## config.mk

```make
export PLATFORM = sky130hd
export DESIGN_NAME = conv_mode_tracker
export DESIGN_NICKNAME = d
export VERILOG_FILES = /design/src/rtl/conv_mode_pkg.sv /design/src/rtl/conv_mode_sync.sv /design/src/rtl/conv_mode_window.sv /design/src/rtl/conv_mode_fsm.sv /design/src/rtl/conv_mode_tracker.sv
export SDC_FILE = /design/constraint.sdc
export NUM_CORES = 1
export LEC_CHECK = 0
export ABC_AREA = 1
export BUFFER_PORTS_ARGS = -buffer_cell sky130_fd_sc_hd__buf_2
export CORE_MARGIN = 2
export CORE_UTILIZATION = 50
export CTS_CLUSTER_DIAMETER = 30
export DETAILED_ROUTE_END_ITERATION = 7
export MAX_ROUTING_LAYER = met4
export PLACE_DENSITY_LB_ADDON = 0.25
export SYNTH_ARGS = -nofsm -noshare
export SYNTH_HDL_FRONTEND = slang
export SYNTH_HIERARCHICAL = 1
export SYNTH_SLANG_ARGS = --single-unit
```

## constraint.sdc

```tcl
create_clock -name clk -period 1.6 [get_ports clk]
set_input_delay 0.24 -clock clk [delete_from_list [all_inputs] [get_ports clk]]
set_output_delay 0.24 -clock clk [all_outputs]
set_load 0.02 [all_outputs]
```

## src/rtl/conv_mode_pkg.sv

```systemverilog
package conv_mode_pkg;

    typedef enum logic {
        MODE_CONVST = 1'b0,
        MODE_SCLK   = 1'b1
    } mode_t;

    // bit positions of the synchronised control vector
    localparam int IDX_CONVST = 0;
    localparam int IDX_CS     = 1;
    localparam int IDX_SCLK   = 2;
    localparam int N_CTRL     = 3;
    // idle levels: convert-start high, chip-select high, serial clock low
    localparam logic [N_CTRL-1:0] CTRL_IDLE = 3'b011;

    typedef struct packed {
        logic convst_fall;
        logic cs_fall;
        logic cs_rise;
        logic cs_low;
        logic convst_low;
        logic sclk_edge;
    } ctrl_ev_t;

    function automatic int conv_cycles(input int clk_mhz, input int conv_ns);
        return (clk_mhz * conv_ns) / 1000;
    endfunction

endpackage

```

## src/rtl/conv_mode_sync.sv

```systemverilog
module conv_mode_sync
    import conv_mode_pkg::*;
#(
    parameter int STAGES = 2
) (
    input  logic              clk,
    input  logic              rst,
    input  logic [N_CTRL-1:0] raw_i,
    output logic [N_CTRL-1:0] lvl_o,
    output logic [N_CTRL-1:0] tog_o
);
    localparam int LAST = STAGES - 1;

    for (genvar b = 0; b < N_CTRL; b++) begin : g_bit
        logic [STAGES-1:0] chain_q;
        logic              prev_q;

        always_ff @(posedge clk) begin
            if (rst) begin
                chain_q <= {STAGES{CTRL_IDLE[b]}};
                prev_q  <= CTRL_IDLE[b];
            end else begin
                chain_q <= {chain_q[STAGES-2:0], raw_i[b]};
                prev_q  <= chain_q[LAST];
            end
        end

        assign lvl_o[b] = chain_q[LAST];
        assign tog_o[b] = chain_q[LAST] ^ prev_q;
    end
endmodule

```

## src/rtl/conv_mode_window.sv

```systemverilog
module conv_mode_window #(
    parameter int CONV_CYCLES = 660
) (
    input  logic clk,
    input  logic rst,
    input  logic start_i,
    input  logic kill_i,
    output logic open_o
);
    localparam int CNT_W = $clog2(CONV_CYCLES + 1);
    localparam logic [CNT_W-1:0] LOAD = CNT_W'(CONV_CYCLES);

    logic [CNT_W-1:0] left_q;

    always_ff @(posedge clk) begin
        if (rst || kill_i) begin
            left_q <= '0;
        end else if (start_i) begin
            left_q <= LOAD;
        end else if (left_q != '0) begin
            left_q <= left_q - 1'b1;
        end
    end

    assign open_o = (left_q != '0);
endmodule

```

## src/rtl/conv_mode_fsm.sv

```systemverilog
module conv_mode_fsm
    import conv_mode_pkg::*;
(
    input  logic     clk,
    input  logic     rst,
    input  ctrl_ev_t ev_i,
    input  logic     win_open_i,
    output logic     enter_o,
    output mode_t    mode_o,
    output logic     chg_o,
    output logic     abort_o
);
    mode_t mode_q;
    logic  seen_q;
    logic  chg_q;
    logic  abort_q;
    logic  leave;

    assign enter_o = (mode_q == MODE_CONVST) && win_open_i && ev_i.convst_low && ev_i.sclk_edge;
    assign leave   = (mode_q == MODE_SCLK) && ev_i.cs_rise && !seen_q;

    always_ff @(posedge clk) begin
        if (rst) begin
            mode_q  <= MODE_CONVST;
            seen_q  <= 1'b0;
            chg_q   <= 1'b0;
            abort_q <= 1'b0;
        end else begin
            chg_q   <= enter_o || leave;
            abort_q <= enter_o;
            if (enter_o) begin
                mode_q <= MODE_SCLK;
            end else if (leave) begin
                mode_q <= MODE_CONVST;
            end
            if (ev_i.cs_fall) begin
                seen_q <= 1'b0;
            end else if (ev_i.cs_low && ev_i.sclk_edge) begin
                seen_q <= 1'b1;
            end
        end
    end

    assign mode_o  = mode_q;
    assign chg_o   = chg_q;
    assign abort_o = abort_q;
endmodule

```

## src/rtl/conv_mode_tracker.sv

```systemverilog
module conv_mode_tracker
    import conv_mode_pkg::*;
#(
    parameter int CLK_MHZ     = 200,
    parameter int CONV_NS     = 3300,
    parameter int SYNC_STAGES = 2
) (
    input  logic clk,
    input  logic rst,
    input  logic convst_n_in,
    input  logic cs_n_in,
    input  logic sclk_in,
    output logic mode_o,
    output logic mode_chg_o,
    output logic conv_abort_o,
    output logic pdn_ok_o
);
    localparam int CONV_CYCLES = conv_cycles(CLK_MHZ, CONV_NS);

    logic [N_CTRL-1:0] raw;
    logic [N_CTRL-1:0] lvl;
    logic [N_CTRL-1:0] tog;
    ctrl_ev_t          ev;
    logic              win_open;
    logic              enter;
    mode_t             mode;

    assign raw[IDX_CONVST] = convst_n_in;
    assign raw[IDX_CS]     = cs_n_in;
    assign raw[IDX_SCLK]   = sclk_in;

    conv_mode_sync #(.STAGES(SYNC_STAGES)) u_sync (
        .clk   (clk),
        .rst   (rst),
        .raw_i (raw),
        .lvl_o (lvl),
        .tog_o (tog)
    );

    always_comb begin
        ev.convst_fall = tog[IDX_CONVST] && !lvl[IDX_CONVST];
        ev.convst_low  = !lvl[IDX_CONVST];
        ev.cs_fall     = tog[IDX_CS] && !lvl[IDX_CS];
        ev.cs_rise     = tog[IDX_CS] && lvl[IDX_CS];
        ev.cs_low      = !lvl[IDX_CS];
        ev.sclk_edge   = tog[IDX_SCLK];
    end

    conv_mode_window #(.CONV_CYCLES(CONV_CYCLES)) u_win (
        .clk     (clk),
        .rst     (rst),
        .start_i (ev.convst_fall && (mode == MODE_CONVST)),
        .kill_i  (enter),
        .open_o  (win_open)
    );

    conv_mode_fsm u_fsm (
        .clk        (clk),
        .rst        (rst),
        .ev_i       (ev),
        .win_open_i (win_open),
        .enter_o    (enter),
        .mode_o     (mode),
        .chg_o      (mode_chg_o),
        .abort_o    (conv_abort_o)
    );

    assign mode_o   = (mode == MODE_SCLK);
    assign pdn_ok_o = (mode == MODE_SCLK);
endmodule

```

; ---- Word-level counts from Yosys, hierarchy flattened
; Index checks and enable logic that the tools add are counted.
[op_classes]
add_sub_neg = 1
mux = 4
bitwise_logic = 4
n_reduce_logical = 20
[ops]
columns = operator, count
row1 = $mux 10, 2
row2 = $logic_and 1x1->1, 10
row3 = $reduce_bool 10->1, 1
row4 = $sub 10x1->10 const B, 1
row5 = $reduce_bool 2->1, 2
row6 = $reduce_or 2->1, 2
row7 = $logic_not 1->1, 3
row8 = $xor 1x1->1, 3
row9 = $logic_or 1x1->1, 2
row10 = $mux 1, 2
row11 = $not 1->1, 1
[totals]
register_bits = 23
out_inout_bits = 4

; ---- Longest topological paths before layout
; Gate-level depths: netlist of run 1.
[depth]
ltp_word = 6
ltp_mapped = 14

; ---- Hierarchy
; Netlist of run 1, hierarchy kept.
[by_module_without_submodules]
columns = module, n_inst, cells_each, area_per_inst_um2, seq_area_each_um2
row1 = conv_mode_window, 1, 85, 599.3, 200.2
row2 = conv_mode_sync, 1, 39, 314.1, 180.2
row3 = conv_mode_fsm, 1, 24, 167.7, 80.1
row4 = conv_mode_tracker, 1, 10, 46.3, 0.0

; ---- Least setup slack after synthesis of run 1
; Ideal clock, no wire load.
[synth_timing]
path_type = register to register
from = register u_win.left_q[0]
to = register u_win.left_q[8]
setup_time_ns = 0.078
arrival_ns = 1.534
slack_ns = -0.011
path_stages_with_launch = 15
n_path_buf = 0
period_less_slack_ns = 1.611
path_cell_list = dfxtp_1 inv_1 ha_1 nand3_2 nor2_4 inv_2 inv_1 nor2_2 nand2_1 inv_1 nor2_1 inv_2 nor2_1 inv_1 nor3_1
[synth_via]
elab_chain_len = 6
[synth_lines]
columns = element, line_no
row1 = start: declaration, conv_mode_window.sv:13  ; logic [CNT_W-1:0] left_q;
row2 = start signal: assignment, conv_mode_window.sv:21  ; left_q <= left_q - 1'b1;
row3 = $reduce_bool 10->1, conv_mode_window.sv:25  ; assign open_o = (left_q != '0);
row4 = net win_open, conv_mode_tracker.sv:24  ; logic win_open;
row5 = $logic_and 1x1->1 (3 in a row), conv_mode_fsm.sv:19  ; assign enter_o = (mode_q == MODE_CONVST) && win_open_i && ev_i.convst_low && ev_i.sclk_edge;
row6 = net enter, conv_mode_tracker.sv:25  ; logic enter;
row7 = $logic_or 1x1->1, conv_mode_window.sv:16  ; if (rst || kill_i) begin
row8 = $reduce_or 2->1 (no line), -
; The timed path passes the listed nets, and every way through them passes these cells.
; A chain may end at the register's enable or synchronous reset.

; ---- Worst setup path after layout of run 1
[layout_timing]
from = register u_win.left_q[1]
to = register u_win.left_q[8]
; Same word-level chain as after synthesis.

==> results of run 1 <==
-- per-layer routing --
| metal | wire (um) | up-vias | GRT usage (%) | part of all wire [%] |
|---|---|---|---|---|
| met5 | 0 | - | - | 0 |
| met4 | 12 | 0 | 7.895 | 0.61 |
| met3 | 31 | 2 | 1.754 | 1.6 |
| met2 | 1041 | 7 | 32.90 | 53 |
| met1 | 882 | 415 | 17.83 | 45 |
| li1 | - | 500 | - | - |
-- area by class of cell --
type | instances | area, sq um
clock buffers | 3 | 22.52
well taps | 28 | 35.03
fillers | 203 | 843.3
repair buffers | 18 | 115.1
multi-input cells | 94 | 550.5
clock inverters | 1 | 5.005
flip-flops and latches | 23 | 462.9
inverters | 36 | 135.1
-- path summary, 6_finish.rpt --
path	startpoint	slack (ns)	endpoint
setup / recovery	u_win/left_q[1]	0.05	u_win/left_q[8]
hold / removal	cs_n_in	0.10	u_sync/g_bit[1].chain_q[0]
setup reg to reg	u_win/left_q[1]	0.05	u_win/left_q[8]
hold reg to reg	u_sync/g_bit[2].chain_q[0]	0.41	u_sync/g_bit[2].chain_q[1]
-- registers in the layout, summed over array words and instances, names as in the netlist --
signal / flops
u_win/left_q: 10
u_sync/g_bit.chain_q: 6
u_sync/g_bit.prev_q: 3
u_fsm/abort_o: 1
u_fsm/chg_o: 1
u_fsm/mode_o: 1
u_fsm/seen_q: 1
-- power by group through the flow --
stage / clock (mW) / combinational, mW / sequential, mW
after floorplan: 0 / 0.741 / 0.762
after global placement: 0 / 0.988 / 0.761
after detailed placement: 0 / 1.01 / 0.765
after CTS: 0.272 / 1.02 / 0.752
after global routing: 0.300 / 1.32 / 0.788
final: 0.258 / 1.19 / 0.775
-- stage by stage --
step	total power, mW	setup TNS [ns]
final	2.224	0
after global routing	2.412	-0.1022
after CTS	2.045	0
after detailed placement	1.779	-0.001430
after global placement	1.749	0
after floorplan	1.502	0
-- repair_timing --
action,4_1_cts,5_1_grt
hold endpoints to repair,0,0
gates resized for setup,2,13
buffers inserted,0,3
pin swaps,0,3
cloned,0,0
setup endpoints to repair,4,10
-- worst max-delay path, delay by kind of cell (launching register included) --
family	cells	cell delay, ns
adders and majority gates	1	0.15
DFF	1	0.35
buffers and inverters	6	0.32
and+or+nand+nor	7	0.65
==> impl_metrics.py, run 1 <==
metrics = {
    "power_and_ir_drop": {
        "switching_power_uw": 929.4,
        "power_frac_comb_pct": 53.6,
        "vdd_drop_max_mv": 0.8531,
        "leakage_nw": 0.7190,
        "switching_share_pct": 41.78,
        "clock_power_share_pct": 11.6,
        "p_int_mw": 1.295,
        "p_per_area_nw_per_um2": 1677,
        "seqPwrFrac_pct": 34.8,
    },
    "min_path": {
        "min_path_type": "input pin to flip-flop",
        "whs_path_depth": 2,
    },
    "drt": {
        "wl_per_cell_um": 9.690,
        "antenna_left": 0,
        "drc": 0,
        "via_per_inst": 4.552,
        "dr.pass1.iters": 4,
        "first_iter_violations": 14,
        "vias": 924,
        "wl_um": 1967,
    },
    "sta": {
        "hold_viol_final": 0,
        "drv_slew": 0,
        "skew_ns": 0.008855,
        "min_period_over_period_pct": 96.84,
        "period_needed_ns": 1.549,
        "whs_ns": 0.1002,
        "worst-slew-pin-transition_ns": 0.2276,
        "slew_headroom_pct": 84.78,
        "rsz0062_at_grt": "true",
        "max_freq_mhz": 645.4,
        "fin_ws_ns": 0.05058,
        "setup_viol": 0,
    },
    "placed_design": {
        "gp_congestion": 0.8287,
        "dpl.hpwl_um": 1493,
        "port_buffers": 8,
        "place_ws_ns": -0.001430,
        "post_dp_cell_area_sq_um": 1224,
        "dp.cells": 196,
    },
    "job": {
        "cap_violations": 0,
    },
    "floorplanning": {
        "ios": 9,
        "start_util_pct": 51.44,
        "die-area_sq_um": 2626,
        "coreArea_sq_um": 2170,
        "dieWidth_um": 51.25,
        "core.rowCount": 17,
        "dieHeight_um": 51.25,
    },
    "critical_path": {
        "cp_common_cell": "inv_2",
        "r2r_cells": 14,
        "required_ns": 1.84,
        "critPathCaptureType": "flip-flop",
        "crit_fanout": 5,
        "slowest_delay_ns": 0.35,
        "worstPathCellList": "inv_2 > ha_4 > nand3_4 > nor2_4 > inv_2 > inv_2 > nor2_2 > nand2_1 > inv_1 > nor2_2 > inv_2 > nor2_4 > inv_2 > nor3_2",
        "critPathLaunchType": "flip-flop",
        "crit_path_top_delay_cell": "dfxtp_2",
        "worst_ep_arrival_time_ns": 1.79,
        "critPathKind": "flip-flop to flip-flop",
    },
    "clock_network": {
        "cts_tree": "built",
        "clk_pin_slew_ns": 0.13,
        "postCtsHoldBufs": 0,
        "cts.root.buffer_cell": "clkbuf_4",
        "clk_path_buf_depth": 2,
        "numCtsBuffers": 3,
        "clkLatencyLatePin_ns": 0.30,
        "cts_htree_levels": 1,
        "cts_sinks": 23,
    },
    "global_routing": {
        "grt_pass1_wl_um": 3346,
        "grt_max_degree": 14,
        "grt_usage_pct": 17.32,
        "overflow": 0,
        "grt_pass1_vias": 895,
        "antenna_found_initial": 0,
    },
    "yosys": {
        "netlist_instances": 156,
        "ys_warn_count": 6,
        "synth.net_count": 163,
        "post_synth.cell_area_avg_sq_um": 7.154,
        "synth_area_sq_um": 1116,
    },
    "finish": {
        "final_common_cell": "nand2_1",
        "finalNonFillerCells": 203,
        "drive_above_1_share_pct": 32.57,
        "final_cell_mix": "38 x nand2_1, 26 x inv_1, 21 x dfxtp_1",
        "diodes": 0,
        "final_core_util_pct": 61.13,
        "syn_to_final_growth_pct": 18.83,
        "finalNetCount": 183,
        "fin_area_sq_um": 1326,
    },
    "status": {
        "status": "complete, no violations",
    },
}
Note: power is estimated with default switching activity, not from simulation.
==> inputs of run 2 (changes only) <==
--- a/config.mk
+++ b/config.mk
@@ -12,7 +12,7 @@
 export CTS_CLUSTER_DIAMETER = 30
 export DETAILED_ROUTE_END_ITERATION = 7
 export MAX_ROUTING_LAYER = met4
-export PLACE_DENSITY_LB_ADDON = 0.25
+export PLACE_DENSITY = 0.71
 export SYNTH_ARGS = -nofsm -noshare
 export SYNTH_HDL_FRONTEND = slang
 export SYNTH_HIERARCHICAL = 1
==> impl_metrics.py, run 2 (same netlist as run 1, synthesis figures left out) <==
metrics = {
    "drt": {
        "antenna_left": 0,
        "wl_per_cell_um": 9.333,
        "via_per_inst": 4.413,
        "first_iter_violations": 22,
        "wl_um": 1876,
        "dr.pass1.iters": 4,
        "vias": 887,
        "drc": 0,
    },
    "critical_path": {
        "required_ns": 1.84,
        "crit_fanout": 5,
        "r2r_cells": 14,
        "critPathLaunchType": "flip-flop",
        "crit_path_top_delay_cell": "dfxtp_2",
        "cp_common_cell": "inv_2",
        "critPathKind": "flip-flop to flip-flop",
        "worst_ep_arrival_time_ns": 1.75,
        "slowest_delay_ns": 0.35,
        "worstPathCellList": "inv_2 > ha_4 > nand3_2 > nor2_4 > inv_2 > inv_1 > nor2_2 > nand2_1 > inv_1 > nor2_1 > inv_2 > nor2_4 > inv_2 > nor3_1",
        "rrSetupSlack_ns": 0.09,
        "critPathTopFamily": "simple AND/OR/NAND/NOR gates",
        "cp.depth": 14,
        "path_buf_inv": 6,
        "critPathCaptureType": "flip-flop",
    },
    "sta": {
        "skew_ns": 0.005105,
        "setup_viol": 0,
        "hold_viol_final": 0,
        "drv_slew": 0,
        "min_period_over_period_pct": 94.41,
        "worst-slew-pin-transition_ns": 0.2232,
        "whs_ns": 0.1041,
        "max_freq_mhz": 662.0,
        "slew_headroom_pct": 85.10,
        "period_needed_ns": 1.511,
    },
    "min_path": {
        "min_path_type": "input pin to flip-flop",
        "whs_path_depth": 2,
    },
    "finish": {
        "finalNetCount": 181,
        "top_register": "u_win/left_q",
        "drive_above_1_share_pct": 28.32,
        "finalNonFillerCells": 201,
        "diodes": 0,
        "final_common_cell": "nand2_1",
        "final_core_util_pct": 59.11,
        "final_cell_mix": "38 x nand2_1, 27 x inv_1, 21 x dfxtp_1",
        "reg.largest.list": "u_win/left_q (10), u_sync/g_bit.chain_q (6), u_sync/g_bit.prev_q (3)",
        "syn_to_final_growth_pct": 14.91,
        "fill_cells": 200,
        "largest_reg_flops": 10,
    },
    "job": {
        "cap_violations": 0,
    },
    "power_and_ir_drop": {
        "seqPwrFrac_pct": 36.6,
        "p_int_mw": 1.232,
        "vdd_drop_max_mv": 0.7952,
        "power_frac_comb_pct": 51.0,
        "leakage_nw": 0.7036,
        "clock_power_share_pct": 12.4,
        "switching_share_pct": 41.14,
        "switching_power_uw": 861.0,
        "p_per_area_nw_per_um2": 1632,
        "p_total_mw": 2.093,
    },
    "status": {
        "status": "complete, no violations",
    },
    "global_routing": {
        "overflow": 0,
        "antenna_found_initial": 0,
        "grt_max_degree": 13,
        "grt_pass1_wl_um": 3222,
        "grt_usage_pct": 16.84,
        "grt_pass1_vias": 773,
    },
    "floorplanning": {
        "coreArea_sq_um": 2170,
        "dieHeight_um": 51.25,
        "dieWidth_um": 51.25,
        "core.rowCount": 17,
        "ios": 9,
        "start_util_pct": 51.44,
        "die-area_sq_um": 2626,
    },
    "clock_network": {
        "numCtsBuffers": 3,
        "clkLatencyLatePin_ns": 0.30,
        "cts.root.buffer_cell": "clkbuf_4",
        "post_cts_buffers": 0,
        "postCtsHoldBufs": 0,
        "clk_path_buf_depth": 2,
        "clk_pin_slew_ns": 0.12,
        "cts_tree": "built",
        "cts_sinks": 23,
        "cts_htree_levels": 1,
    },
    "placed_design": {
        "gp_congestion": 0.8396,
        "dpl.hpwl_um": 1477,
        "port_buffers": 8,
        "dp.cells": 197,
    },
}
run 2: cell types whose count changed in the layout (fill, tap and decap cells not counted), sizes merged:
cell,change
buf,-2
clkbuf,+1
clkinv,-1
run 2: path summary, 6_finish.rpt:
kind	startpoint	to
setup / recovery	u_win/left_q[0]	u_win/left_q[8]
hold reg to reg	u_sync/g_bit[2].chain_q[0]	u_sync/g_bit[2].chain_q[1]
setup reg to reg	u_win/left_q[0]	u_win/left_q[8]
hold / removal	cs_n_in	u_sync/g_bit[1].chain_q[0]
run 2: cell type report:
class | count | area [sq um] | area share, %
Sequential cell | 23 | 462.9 | 36.10
Inverter | 36 | 135.1 | 10.54
Timing Repair Buffer | 16 | 100.1 | 7.805
Tap cell | 28 | 35.03 | 2.732
Clock buffer | 4 | 26.28 | 2.049
Multi-Input combinational cell | 94 | 523.0 | 40.78
run 2: metrics by stage:
| stage | setup WS [ns] | TNS (ns) | instance area (sq um) |
|---|---|---|---|
| final | 0.08946 | 0 | 1282 |
| after global placement | 0.06898 | 0 | 1231 |
| after floorplan | 0.02287 | 0 | 1119 |
| after global routing | -0.003497 | -0.006987 | 1282 |
| after CTS | 0.005340 | 0 | 1261 |
| after detailed placement | -0.02197 | -0.02334 | 1231 |
run 2: power groups by stage:
stage	Sequential, mW	Combinational (mW)	Clock [mW]
after floorplan	0.762	0.741	0
final	0.766	1.07	0.260
after CTS	0.755	1.03	0.270
after detailed placement	0.766	1.03	0
after global routing	0.779	1.19	0.303
after global placement	0.760	1.01	0
run 2: layer usage:
layer | GRT usage, % | wire length [um] | vias up
met1 | 20.11 | 858 | 382
met5 | - | 0 | -
met3 | 1.754 | 52 | 2
met4 | 7.895 | 12 | 0
li1 | - | - | 490
met2 | 28.57 | 953 | 13
run 2: timing repair:
action	4_1_cts	5_1_grt
pin swaps	2	1
gates resized for setup	3	5
setup endpoints to repair	4	9
==> inputs of run 3 (changes only) <==
==> constraint.sdc (replaced) <==
create_clock -name clk -period 1.6 [get_ports clk]
set_input_delay 0.16 -clock clk [delete_from_list [all_inputs] [get_ports clk]]
set_output_delay 0.16 -clock clk [all_outputs]
set_load 0.02 [all_outputs]
==> impl_metrics.py, run 3 (same netlist as run 1, synthesis figures left out) <==
metrics = {
    "finish": {
        "top_register": "u_win/left_q",
        "final_common_cell": "nand2_1",
        "diodes": 0,
        "fin_area_sq_um": 1292,
        "drive_above_1_share_pct": 28.16,
        "final_core_util_pct": 59.57,
        "largest_reg_flops": 10,
        "final_cell_mix": "38 x nand2_1, 27 x inv_1, 21 x dfxtp_1",
        "finalNetCount": 182,
        "reg.largest.list": "u_win/left_q (10), u_sync/g_bit.chain_q (6), u_sync/g_bit.prev_q (3)",
        "syn_to_final_growth_pct": 15.81,
        "finalNonFillerCells": 202,
    },
    "floorplanning": {
        "core.rowCount": 17,
        "die-area_sq_um": 2626,
        "coreArea_sq_um": 2170,
        "dieWidth_um": 51.25,
        "ios": 9,
        "start_util_pct": 51.44,
        "dieHeight_um": 51.25,
    },
    "sta": {
        "worst-slew-pin-transition_ns": 0.2232,
        "finalSetupTns_ns": 0,
        "whs_ns": 0.03464,
        "skew_ns": 0.005127,
        "drv_slew": 0,
        "period_needed_ns": 1.511,
        "setup_viol": 0,
        "slew_headroom_pct": 85.10,
        "max_freq_mhz": 662.0,
        "fin_ws_ns": 0.08945,
        "hold_viol_final": 0,
        "min_period_over_period_pct": 94.41,
    },
    "placed_design": {
        "place_ws_ns": -0.02197,
        "post_dp_cell_area_sq_um": 1231,
        "dpl.hpwl_um": 1477,
        "dp.cells": 197,
        "port_buffers": 8,
        "gp_congestion": 0.8396,
    },
    "clock_network": {
        "cts_sinks": 23,
        "cts.root.buffer_cell": "clkbuf_4",
        "clk_path_buf_depth": 2,
        "numCtsBuffers": 3,
        "clkLatencyLatePin_ns": 0.30,
        "clk_pin_slew_ns": 0.12,
        "cts_htree_levels": 1,
        "cts_tree": "built",
    },
    "global_routing": {
        "overflow": 0,
        "grt_pass1_wl_um": 3222,
        "grt_usage_pct": 16.84,
        "grt_max_degree": 13,
        "antenna_found_initial": 0,
        "grt_pass1_vias": 773,
    },
    "job": {
        "cap_violations": 0,
    },
    "power_and_ir_drop": {
        "power_frac_comb_pct": 51.0,
        "leakage_nw": 0.7078,
        "seqPwrFrac_pct": 36.6,
        "p_per_area_nw_per_um2": 1621,
        "p_total_mw": 2.095,
        "vdd_drop_max_mv": 0.7952,
        "p_int_mw": 1.233,
        "switching_power_uw": 861.4,
        "switching_share_pct": 41.12,
        "clock_power_share_pct": 12.4,
    },
    "drt": {
        "first_iter_violations": 22,
        "vias": 891,
        "wl_um": 1889,
        "via_per_inst": 4.411,
        "wl_per_cell_um": 9.351,
        "dr.pass1.iters": 4,
        "antenna_left": 0,
        "drc": 0,
    },
    "critical_path": {
        "crit_path_top_delay_cell": "dfxtp_2",
        "path_buf_inv": 6,
        "cp_common_cell": "inv_2",
        "worst_ep_arrival_time_ns": 1.75,
        "crit_fanout": 5,
        "critPathCaptureType": "flip-flop",
        "critPathLaunchType": "flip-flop",
        "worstPathCellList": "inv_2 > ha_4 > nand3_2 > nor2_4 > inv_2 > inv_1 > nor2_2 > nand2_1 > inv_1 > nor2_1 > inv_2 > nor2_4 > inv_2 > nor3_1",
        "r2r_cells": 14,
        "required_ns": 1.84,
        "cp.depth": 14,
        "slowest_delay_ns": 0.35,
        "critPathKind": "flip-flop to flip-flop",
        "critPathTopFamily": "simple AND/OR/NAND/NOR gates",
    },
    "min_path": {
        "whs_path_depth": 2,
        "min_path_type": "input pin to flip-flop",
    },
    "status": {
        "status": "complete, no violations",
    },
}
## run 3: worst reg2reg max path, delay by kind of cell (launching register included)
kind | cells | cell delay [ns]
simple gates | 7 | 0.63
flops | 1 | 0.35
buf+inv | 6 | 0.32
fa+ha+maj | 1 | 0.14
## run 3: worst paths after layout
check	start	endpoint	slack, ns
worst max-delay path	u_win/left_q[0]	u_win/left_q[8]	0.09
worst min-delay path	convst_n_in	u_sync/g_bit[0].chain_q[0]	0.03
worst max register to register	u_win/left_q[0]	u_win/left_q[8]	0.09
worst min register to register	u_sync/g_bit[2].chain_q[0]	u_sync/g_bit[2].chain_q[1]	0.41
## run 3: timing repair
item,4_1_cts,5_1_grt
hold buffers,0,1
setup buffers,0,0
resized for setup,3,5
endpoints found under the setup margin,4,9
hold endpoints to repair,0,1
pin swaps,2,1
## run 3: metal layers
layer	share of wire (%)	global-route usage [%]	up-vias
met5	0	-	-
met4	0.64	7.895	0
met3	2.8	1.754	2
met2	51	28.57	13
met1	46	20.11	384
li1	-	-	492
## run 3: final cells by class
class,instances,area [sq um]
Clock buffer,4,26.28
Fill cell,199,877.1
Inverter,36,135.1
Multi-Input combinational cell,94,523.0
Sequential cell,23,462.9
Tap cell,28,35.03
Timing Repair Buffer,17,110.1
## run 3: power groups by stage
stage,sequential [mW],clock (mW),combinational [mW]
global placement,0.760,0,1.01
floorplan,0.762,0,0.741
finish,0.766,0.260,1.07
global route,0.779,0.303,1.19
CTS,0.755,0.270,1.03
detailed placement,0.766,0,1.03
